<file path="src/rtl/cop_irq_pkg.sv">
package cop_irq_pkg;
  localparam int IP_W      = 8;
  localparam int PEND_LSB  = 8;
  localparam int ST_IE     = 0;
  localparam int ST_EXC    = 1;
  localparam int ST_ERR    = 2;
  localparam int ST_MASK   = 8;

  typedef struct packed {
    logic [IP_W-1:0] mask;
    logic            err;
    logic            exc;
    logic            ie;
  } stat_t;

  typedef enum logic {
    SEL_STAT  = 1'b0,
    SEL_CAUSE = 1'b1
  } sel_e;
endpackage

</file>
<file path="src/rtl/cop_irq_pend.sv">
module cop_irq_pend #(
  parameter int NUM_LINES = 16,
  parameter int IDX_W     = 5,
  parameter int TMR_LINE  = 7,
  parameter int SW_LINES  = 2
) (
  input  logic                 clk,
  input  logic                 rst,
  input  logic                 ev_vld,
  input  logic [IDX_W-1:0]     ev_idx,
  input  logic                 ev_lvl,
  input  logic                 tmr_match,
  input  logic                 cmp_wr,
  input  logic                 sw_we,
  input  logic [SW_LINES-1:0]  sw_bits,
  output logic [NUM_LINES-1:0] pend_d,
  output logic [NUM_LINES-1:0] pend_q
);
  logic [NUM_LINES-1:0] sw_en, sw_val;

  for (genvar i = 0; i < NUM_LINES; i++) begin : g_bit
    localparam logic IS_TMR = (i == TMR_LINE);
    logic nxt;

    if (i < SW_LINES) begin : g_sw
      assign sw_en[i]  = sw_we;
      assign sw_val[i] = sw_bits[i];
    end else begin : g_hw
      assign sw_en[i]  = 1'b0;
      assign sw_val[i] = 1'b0;
    end

    always_comb begin
      nxt = pend_q[i];
      if (sw_en[i]) nxt = sw_val[i];
      if (ev_vld && (int'(ev_idx) == i)) nxt = ev_lvl;
      if (IS_TMR && cmp_wr) nxt = 1'b0;
      if (IS_TMR && tmr_match) nxt = 1'b1;
    end
    assign pend_d[i] = nxt;
  end

  always_ff @(posedge clk) begin
    if (rst) pend_q <= '0;
    else     pend_q <= pend_d;
  end

  AST_BAD_LINE_NOCHG: assert property (@(posedge clk) disable iff (rst)
    (ev_vld && int'(ev_idx) >= NUM_LINES && !tmr_match && !cmp_wr && !sw_we)
      |=> $stable(pend_q));
  AST_TMR_SET: assert property (@(posedge clk) disable iff (rst)
    tmr_match |=> pend_q[TMR_LINE]);
  AST_CMP_CLR: assert property (@(posedge clk) disable iff (rst)
    (cmp_wr && !tmr_match) |=> !pend_q[TMR_LINE]);
  AST_SW_ONLY_LOW: assert property (@(posedge clk) disable iff (rst)
    (sw_we && !ev_vld && !tmr_match && !cmp_wr)
      |=> pend_q[NUM_LINES-1:SW_LINES] == $past(pend_q[NUM_LINES-1:SW_LINES]));
endmodule

</file>
<file path="src/rtl/cop_irq_stat.sv">
module cop_irq_stat
  import cop_irq_pkg::*;
#(
  parameter int DATA_W = 32
) (
  input  logic              clk,
  input  logic              rst,
  input  logic              we,
  input  logic [DATA_W-1:0] wdata,
  output stat_t             stat_d,
  output stat_t             stat_q
);
  always_comb begin
    stat_d = stat_q;
    if (we) begin
      stat_d.ie   = wdata[ST_IE];
      stat_d.exc  = wdata[ST_EXC];
      stat_d.err  = wdata[ST_ERR];
      stat_d.mask = wdata[ST_MASK +: IP_W];
    end
  end

  always_ff @(posedge clk) begin
    if (rst) begin
      stat_q      <= '0;
      stat_q.err  <= 1'b1;
    end else begin
      stat_q <= stat_d;
    end
  end

  AST_STAT_LOAD: assert property (@(posedge clk) disable iff (rst)
    we |=> (stat_q.ie == $past(wdata[ST_IE]) && stat_q.mask == $past(wdata[ST_MASK +: IP_W])));
endmodule

</file>
<file path="src/rtl/cop_irq_req.sv">
module cop_irq_req
  import cop_irq_pkg::*;
(
  input  logic            clk,
  input  logic            rst,
  input  logic [IP_W-1:0] ip_nxt,
  input  stat_t           stat_nxt,
  input  logic            dbg,
  output logic            irq
);
  logic hit, open_gate;

  assign hit       = |(ip_nxt & stat_nxt.mask);
  assign open_gate = stat_nxt.ie && !stat_nxt.exc && !stat_nxt.err && !dbg;

  always_ff @(posedge clk) begin
    if (rst) irq <= 1'b0;
    else     irq <= hit && open_gate;
  end
endmodule

</file>
<file path="src/rtl/cop_irq_ctrl.sv">
module cop_irq_ctrl
  import cop_irq_pkg::*;
#(
  parameter int NUM_LINES = 16,
  parameter int IDX_W     = 5,
  parameter int TMR_LINE  = 7,
  parameter int SW_LINES  = 2,
  parameter int DATA_W    = 32
) (
  input  logic              clk,
  input  logic              rst,
  input  logic              line_vld_i,
  input  logic [IDX_W-1:0]  line_idx_i,
  input  logic              line_lvl_i,
  input  logic              tmr_match_i,
  input  logic              cmp_wr_i,
  input  logic              dbg_mode_i,
  input  logic              reg_we_i,
  input  logic              reg_sel_i,
  input  logic [DATA_W-1:0] reg_wdata_i,
  output logic [DATA_W-1:0] reg_rdata_o,
  output logic              irq_o
);
  logic [NUM_LINES-1:0] pend_d, pend_q;
  stat_t                stat_d, stat_q;
  logic                 cause_we, stat_we;
  logic [DATA_W-1:0]    cause_w, stat_w, rd_q;

  assign cause_we = reg_we_i && (sel_e'(reg_sel_i) == SEL_CAUSE);
  assign stat_we  = reg_we_i && (sel_e'(reg_sel_i) == SEL_STAT);

  cop_irq_pend #(
    .NUM_LINES(NUM_LINES), .IDX_W(IDX_W), .TMR_LINE(TMR_LINE), .SW_LINES(SW_LINES)
  ) u_pend (
    .clk(clk), .rst(rst),
    .ev_vld(line_vld_i), .ev_idx(line_idx_i), .ev_lvl(line_lvl_i),
    .tmr_match(tmr_match_i), .cmp_wr(cmp_wr_i),
    .sw_we(cause_we), .sw_bits(reg_wdata_i[PEND_LSB +: SW_LINES]),
    .pend_d(pend_d), .pend_q(pend_q)
  );

  cop_irq_stat #(.DATA_W(DATA_W)) u_stat (
    .clk(clk), .rst(rst), .we(stat_we), .wdata(reg_wdata_i),
    .stat_d(stat_d), .stat_q(stat_q)
  );

  cop_irq_req u_req (
    .clk(clk), .rst(rst), .ip_nxt(pend_d[IP_W-1:0]), .stat_nxt(stat_d),
    .dbg(dbg_mode_i), .irq(irq_o)
  );

  always_comb begin
    cause_w = '0;
    cause_w[PEND_LSB +: NUM_LINES] = pend_q;
    stat_w = '0;
    stat_w[ST_IE]  = stat_q.ie;
    stat_w[ST_EXC] = stat_q.exc;
    stat_w[ST_ERR] = stat_q.err;
    stat_w[ST_MASK +: IP_W] = stat_q.mask;
  end

  always_ff @(posedge clk) begin
    if (rst) rd_q <= '0;
    else     rd_q <= (sel_e'(reg_sel_i) == SEL_CAUSE) ? cause_w : stat_w;
  end
  assign reg_rdata_o = rd_q;

  AST_REQ_HAS_CAUSE: assert property (@(posedge clk) disable iff (rst)
    irq_o |-> ((|(stat_q.mask & pend_q[IP_W-1:0])) && stat_q.ie && !stat_q.exc
               && !stat_q.err && !$past(dbg_mode_i)));
  AST_NO_LATCH: assert property (@(posedge clk) disable iff (rst)
    !((|(stat_q.mask & pend_q[IP_W-1:0])) && stat_q.ie && !stat_q.exc && !stat_q.err)
      |-> !irq_o);
  AST_RESET_QUIET: assert property (@(posedge clk) $past(rst) |-> !irq_o);
endmodule

</file>
<file path="config.mk">
export PLATFORM = sky130hd
export DESIGN_NAME = cop_irq_ctrl
export DESIGN_NICKNAME = d
export VERILOG_FILES = /design/src/rtl/cop_irq_pkg.sv /design/src/rtl/cop_irq_pend.sv /design/src/rtl/cop_irq_stat.sv /design/src/rtl/cop_irq_req.sv /design/src/rtl/cop_irq_ctrl.sv
export SDC_FILE = /design/constraint.sdc
export NUM_CORES = 1
export LEC_CHECK = 0
export BUFFER_PORTS_ARGS = -buffer_cell sky130_fd_sc_hd__buf_2
export CAP_MARGIN = 0
export CORE_MARGIN = 1
export CORE_UTILIZATION = 47
export CTS_CLUSTER_DIAMETER = 150
export DETAILED_ROUTE_END_ITERATION = 6
export PLACE_DENSITY = 0.78
export REMOVE_ABC_BUFFERS = 1
export SYNTH_ARGS = -nofsm -noshare
export SYNTH_HDL_FRONTEND = slang
export SYNTH_SLANG_ARGS = --single-unit
</file>
<file path="constraint.sdc">
create_clock -name clk -period 1.6 [get_ports clk]
set_input_delay 0.16 -clock clk [delete_from_list [all_inputs] [get_ports clk]]
set_output_delay 0.16 -clock clk [all_outputs]
set_load 0.005 [all_outputs]
</file>
==> impl_metrics.py <==
metrics = {
    "run_status": {
        "status": "complete, but fails checks",
        "violations": "DRC",
    },
    "floorplanning": {
        "io_pins": 79,
        "num_rows": 23,
        "dieArea_sq_um": 4400,
        "die_w_microns": 66.3,
        "die_h_microns": 66.3,
        "initial_utilization": 0.489,
        "coreArea_sq_um": 3970,
    },
    "route": {
        "wire_per_inst_microns": 11.7,
        "first_pass_iters": 6,
        "first_iter_violations": 71,
        "vias_per_cell": 4.80,
        "vias": 1434,
        "remaining_drc_errors": 2,
        "ant_nets": 0,
        "drt_wl_total_mm": 3.51,
    },
    "sta": {
        "hold_violations": 0,
        "skew_ns": 0.00305,
        "slew_viol_final": 0,
        "rsz0062_at_grt": "false",
        "layout_setup_ws_ns": 0.362,
        "fin_crit_sh": 0.774,
        "holdWs_ns": 0.0911,
        "fmax_ghz": 0.808,
        "min_period_ns": 1.24,
        "setup-violations-final": 0,
    },
    "clocking": {
        "h-tree-depth": 2,
        "numCtsBuffers": 5,
        "clkTransAtPathRegs_ns": 0.08,
        "cts_root_buf": "clkbuf_8",
        "hold_buffers": 0,
        "cts_setup_buffers": 0,
        "clockBufferDepth": 2,
        "postCtsResizedCells": 0,
        "cts_tree": "yes",
        "clk_latency_ns": 0.30,
        "clock_sinks": 47,
    },
    "power": {
        "p_int_mw": 1.59,
        "switching_power_mw": 0.489,
        "p_per_area_nw_per_um2": 915,
        "power_frac_comb": 0.096,
        "total_power_mw": 2.08,
        "seqPwrFrac": 0.581,
        "p_leak_nw": 1.13,
        "vdd_drop_max_v": 0.000401,
        "switching_share": 0.235,
        "clkPwrFrac": 0.323,
    },
    "global_route": {
        "grt_max_degree": 24,
        "grt_pass1_wl_mm": 5.98,
        "overflow": 0,
        "gr-usage-all-layers": 0.186,
        "antenna_found_initial": 0,
        "grt_pass1_vias": 1349,
    },
    "place": {
        "hpwl_mm": 2.61,
        "port_buffers": 44,
        "place_area_sq_um": 2190,
        "gp_congestion": 0.787,
        "placement.setup.worst_slack_ns": 0.0335,
    },
    "yosys": {
        "yosysUniqueCellTypes": 36,
        "syn_area_per_cell_sq_um": 9.76,
        "synth_flop_cell": "dfxtp_1",
        "synth-seq-cells": 47,
        "ys_async_sr_fraction": 0,
        "synth-seq-area-share": 0.484,
        "synthCells": 199,
        "syn-cell-area_sq_um": 1940,
        "yosysWarningCount": 0,
        "synth_edf_count": 0,
    },
    "worst_hold_path": {
        "hold_class": "in2reg",
    },
    "critical_path": {
        "worstSetupStartpointType": "primary input",
        "critPathCaptureType": "flip-flop",
        "critPathTopFamily": "buffers and inverters",
        "critPathBufInv": 2,
        "crit_chain": "buf_2, nand2b_1, buf_4, mux2i_1, o2111a_1, a41oi_2",
        "required_ns": 1.78,
        "crit_fanout": 9,
        "cp.arrival_ns": 1.41,
        "critPathKind": "in2reg",
        "slowest_delay_ns": 0.27,
        "slowest_stage": "nand2b_1",
    },
    "layout": {
        "fillCellCount": 379,
        "diodes": 0,
        "fin_area_sq_um": 2270,
        "area_growth_pct": 17.1,
        "postLayoutCoreUtil": 0.573,
        "nNetsFinal": 294,
        "drive_above_1_share": 0.273,
    },
    "job": {
        "cap_violations": 0,
    },
}
registers in the layout, indices dropped and copies added (netlist names):
signal / cells
u_stat.stat_q: 11
u_req.irq: 1
u_pend.pend_q: 16
reg_rdata_o: 19
placed cells by master, fill, tap and decap left out:
cell type and n:
a211o_1 2, a211oi_1 2, a21bo_1 1, a21boi_0 1, a21oi_1 5, a221oi_1 1
a221oi_2 1, a41oi_2 1, and2_1 11, and2b_1 1, and3_1 1, and3_2 2
and4b_2 1, and4bb_2 1, buf_2 44, buf_4 9, clkbuf_1 2, clkbuf_8 5
clkinv_2 1, conb_1 13, dfxtp_1 47, mux2i_1 28, nand2_1 14, nand2b_1 2
nand3_1 9, nor2_1 33, nor2b_1 2, nor3_1 1, nor4b_4 1, nor4bb_1 1
o2111a_1 1, o21ba_2 1, o21bai_1 2, o22a_1 1, or2_2 1
power groups by stage:
stage	registers [mW]	clock network (mW)	logic (mW)
after CTS	1.21	0.694	0.201
after detailed placement	1.24	0	0.200
after floorplan	1.24	0	0.0968
final	1.21	0.673	0.200
after global routing	1.21	0.756	0.224
after global placement	1.24	0	0.198
cells in the mapped netlist, types with 2 or more instances:
master / instances / area (sq um)
dfxtp_1: 47 / 941
nor2_1: 33 / 124
mux2i_1: 28 / 280
nand2_1: 14 / 52.6
buf_4: 13 / 97.6
and2_1: 11 / 68.8
nand3_1: 9 / 45.0
clkbuf_1: 6 / 22.5
a21oi_1: 5 / 25.0
a211o_1: 2 / 17.5
a211oi_1: 2 / 15.0
and3_2: 2 / 15.0
nand2b_1: 2 / 12.5
nor2b_1: 2 / 12.5
o21bai_1: 2 / 15.0
layer usage:
layer | part of all wire | track usage | wire, microns | up-vias
met5 | 0 | 0 | 0 | -
li1 | - | - | - | 744
met1 | 0.45 | 0.210 | 1570 | 640
met3 | 0.060 | 0.0672 | 211 | 7
met4 | 0.019 | 0.0798 | 65 | 0
met2 | 0.47 | 0.313 | 1670 | 43
cell families after synthesis:
kind of cell	count (synthesis)	synth area share
DFF	47	0.484
muxes	28	0.144
buffers and inverters	23	0.0747
AOI/OAI and AO/OA	19	0.0824
and+or+nand+nor	81	0.212
other	1	0.00193
worst paths after layout:
kind	slack (ns)	cells after the start	to	start
hold / removal	0.09	3	u_stat.stat_q[2]	reg_wdata_i[2]
setup reg to reg	0.37	4	u_req.irq	u_pend.pend_q[1]
hold reg to reg	0.45	2	u_pend.pend_q[8]	u_pend.pend_q[8]
setup / recovery	0.36	6	u_req.irq	reg_sel_i
per-stage QoR:
stage	TNS [ns]	std cells
after global placement	0	291
after global routing	0	299
after floorplan	-0.0510	188
final	0	299
after CTS	0	299
after detailed placement	0	291
tightest hold or removal path, stage by stage:
cell and delay [ns]:
buf_2 0.09, mux2i_1 0.06, nand2b_1 0.06
final cells by class:
class / instances / area (sq um) / share of cell area
timing repair buffer: 53 / 288 / 0.127
sequential: 47 / 941 / 0.414
multi-input combinational: 141 / 902 / 0.397
clock inverter: 1 / 5.00 / 0.00220
clock buffer: 7 / 76.3 / 0.0336
tap: 50 / 62.6 / 0.0275
(Power assumes the default switching activity.)
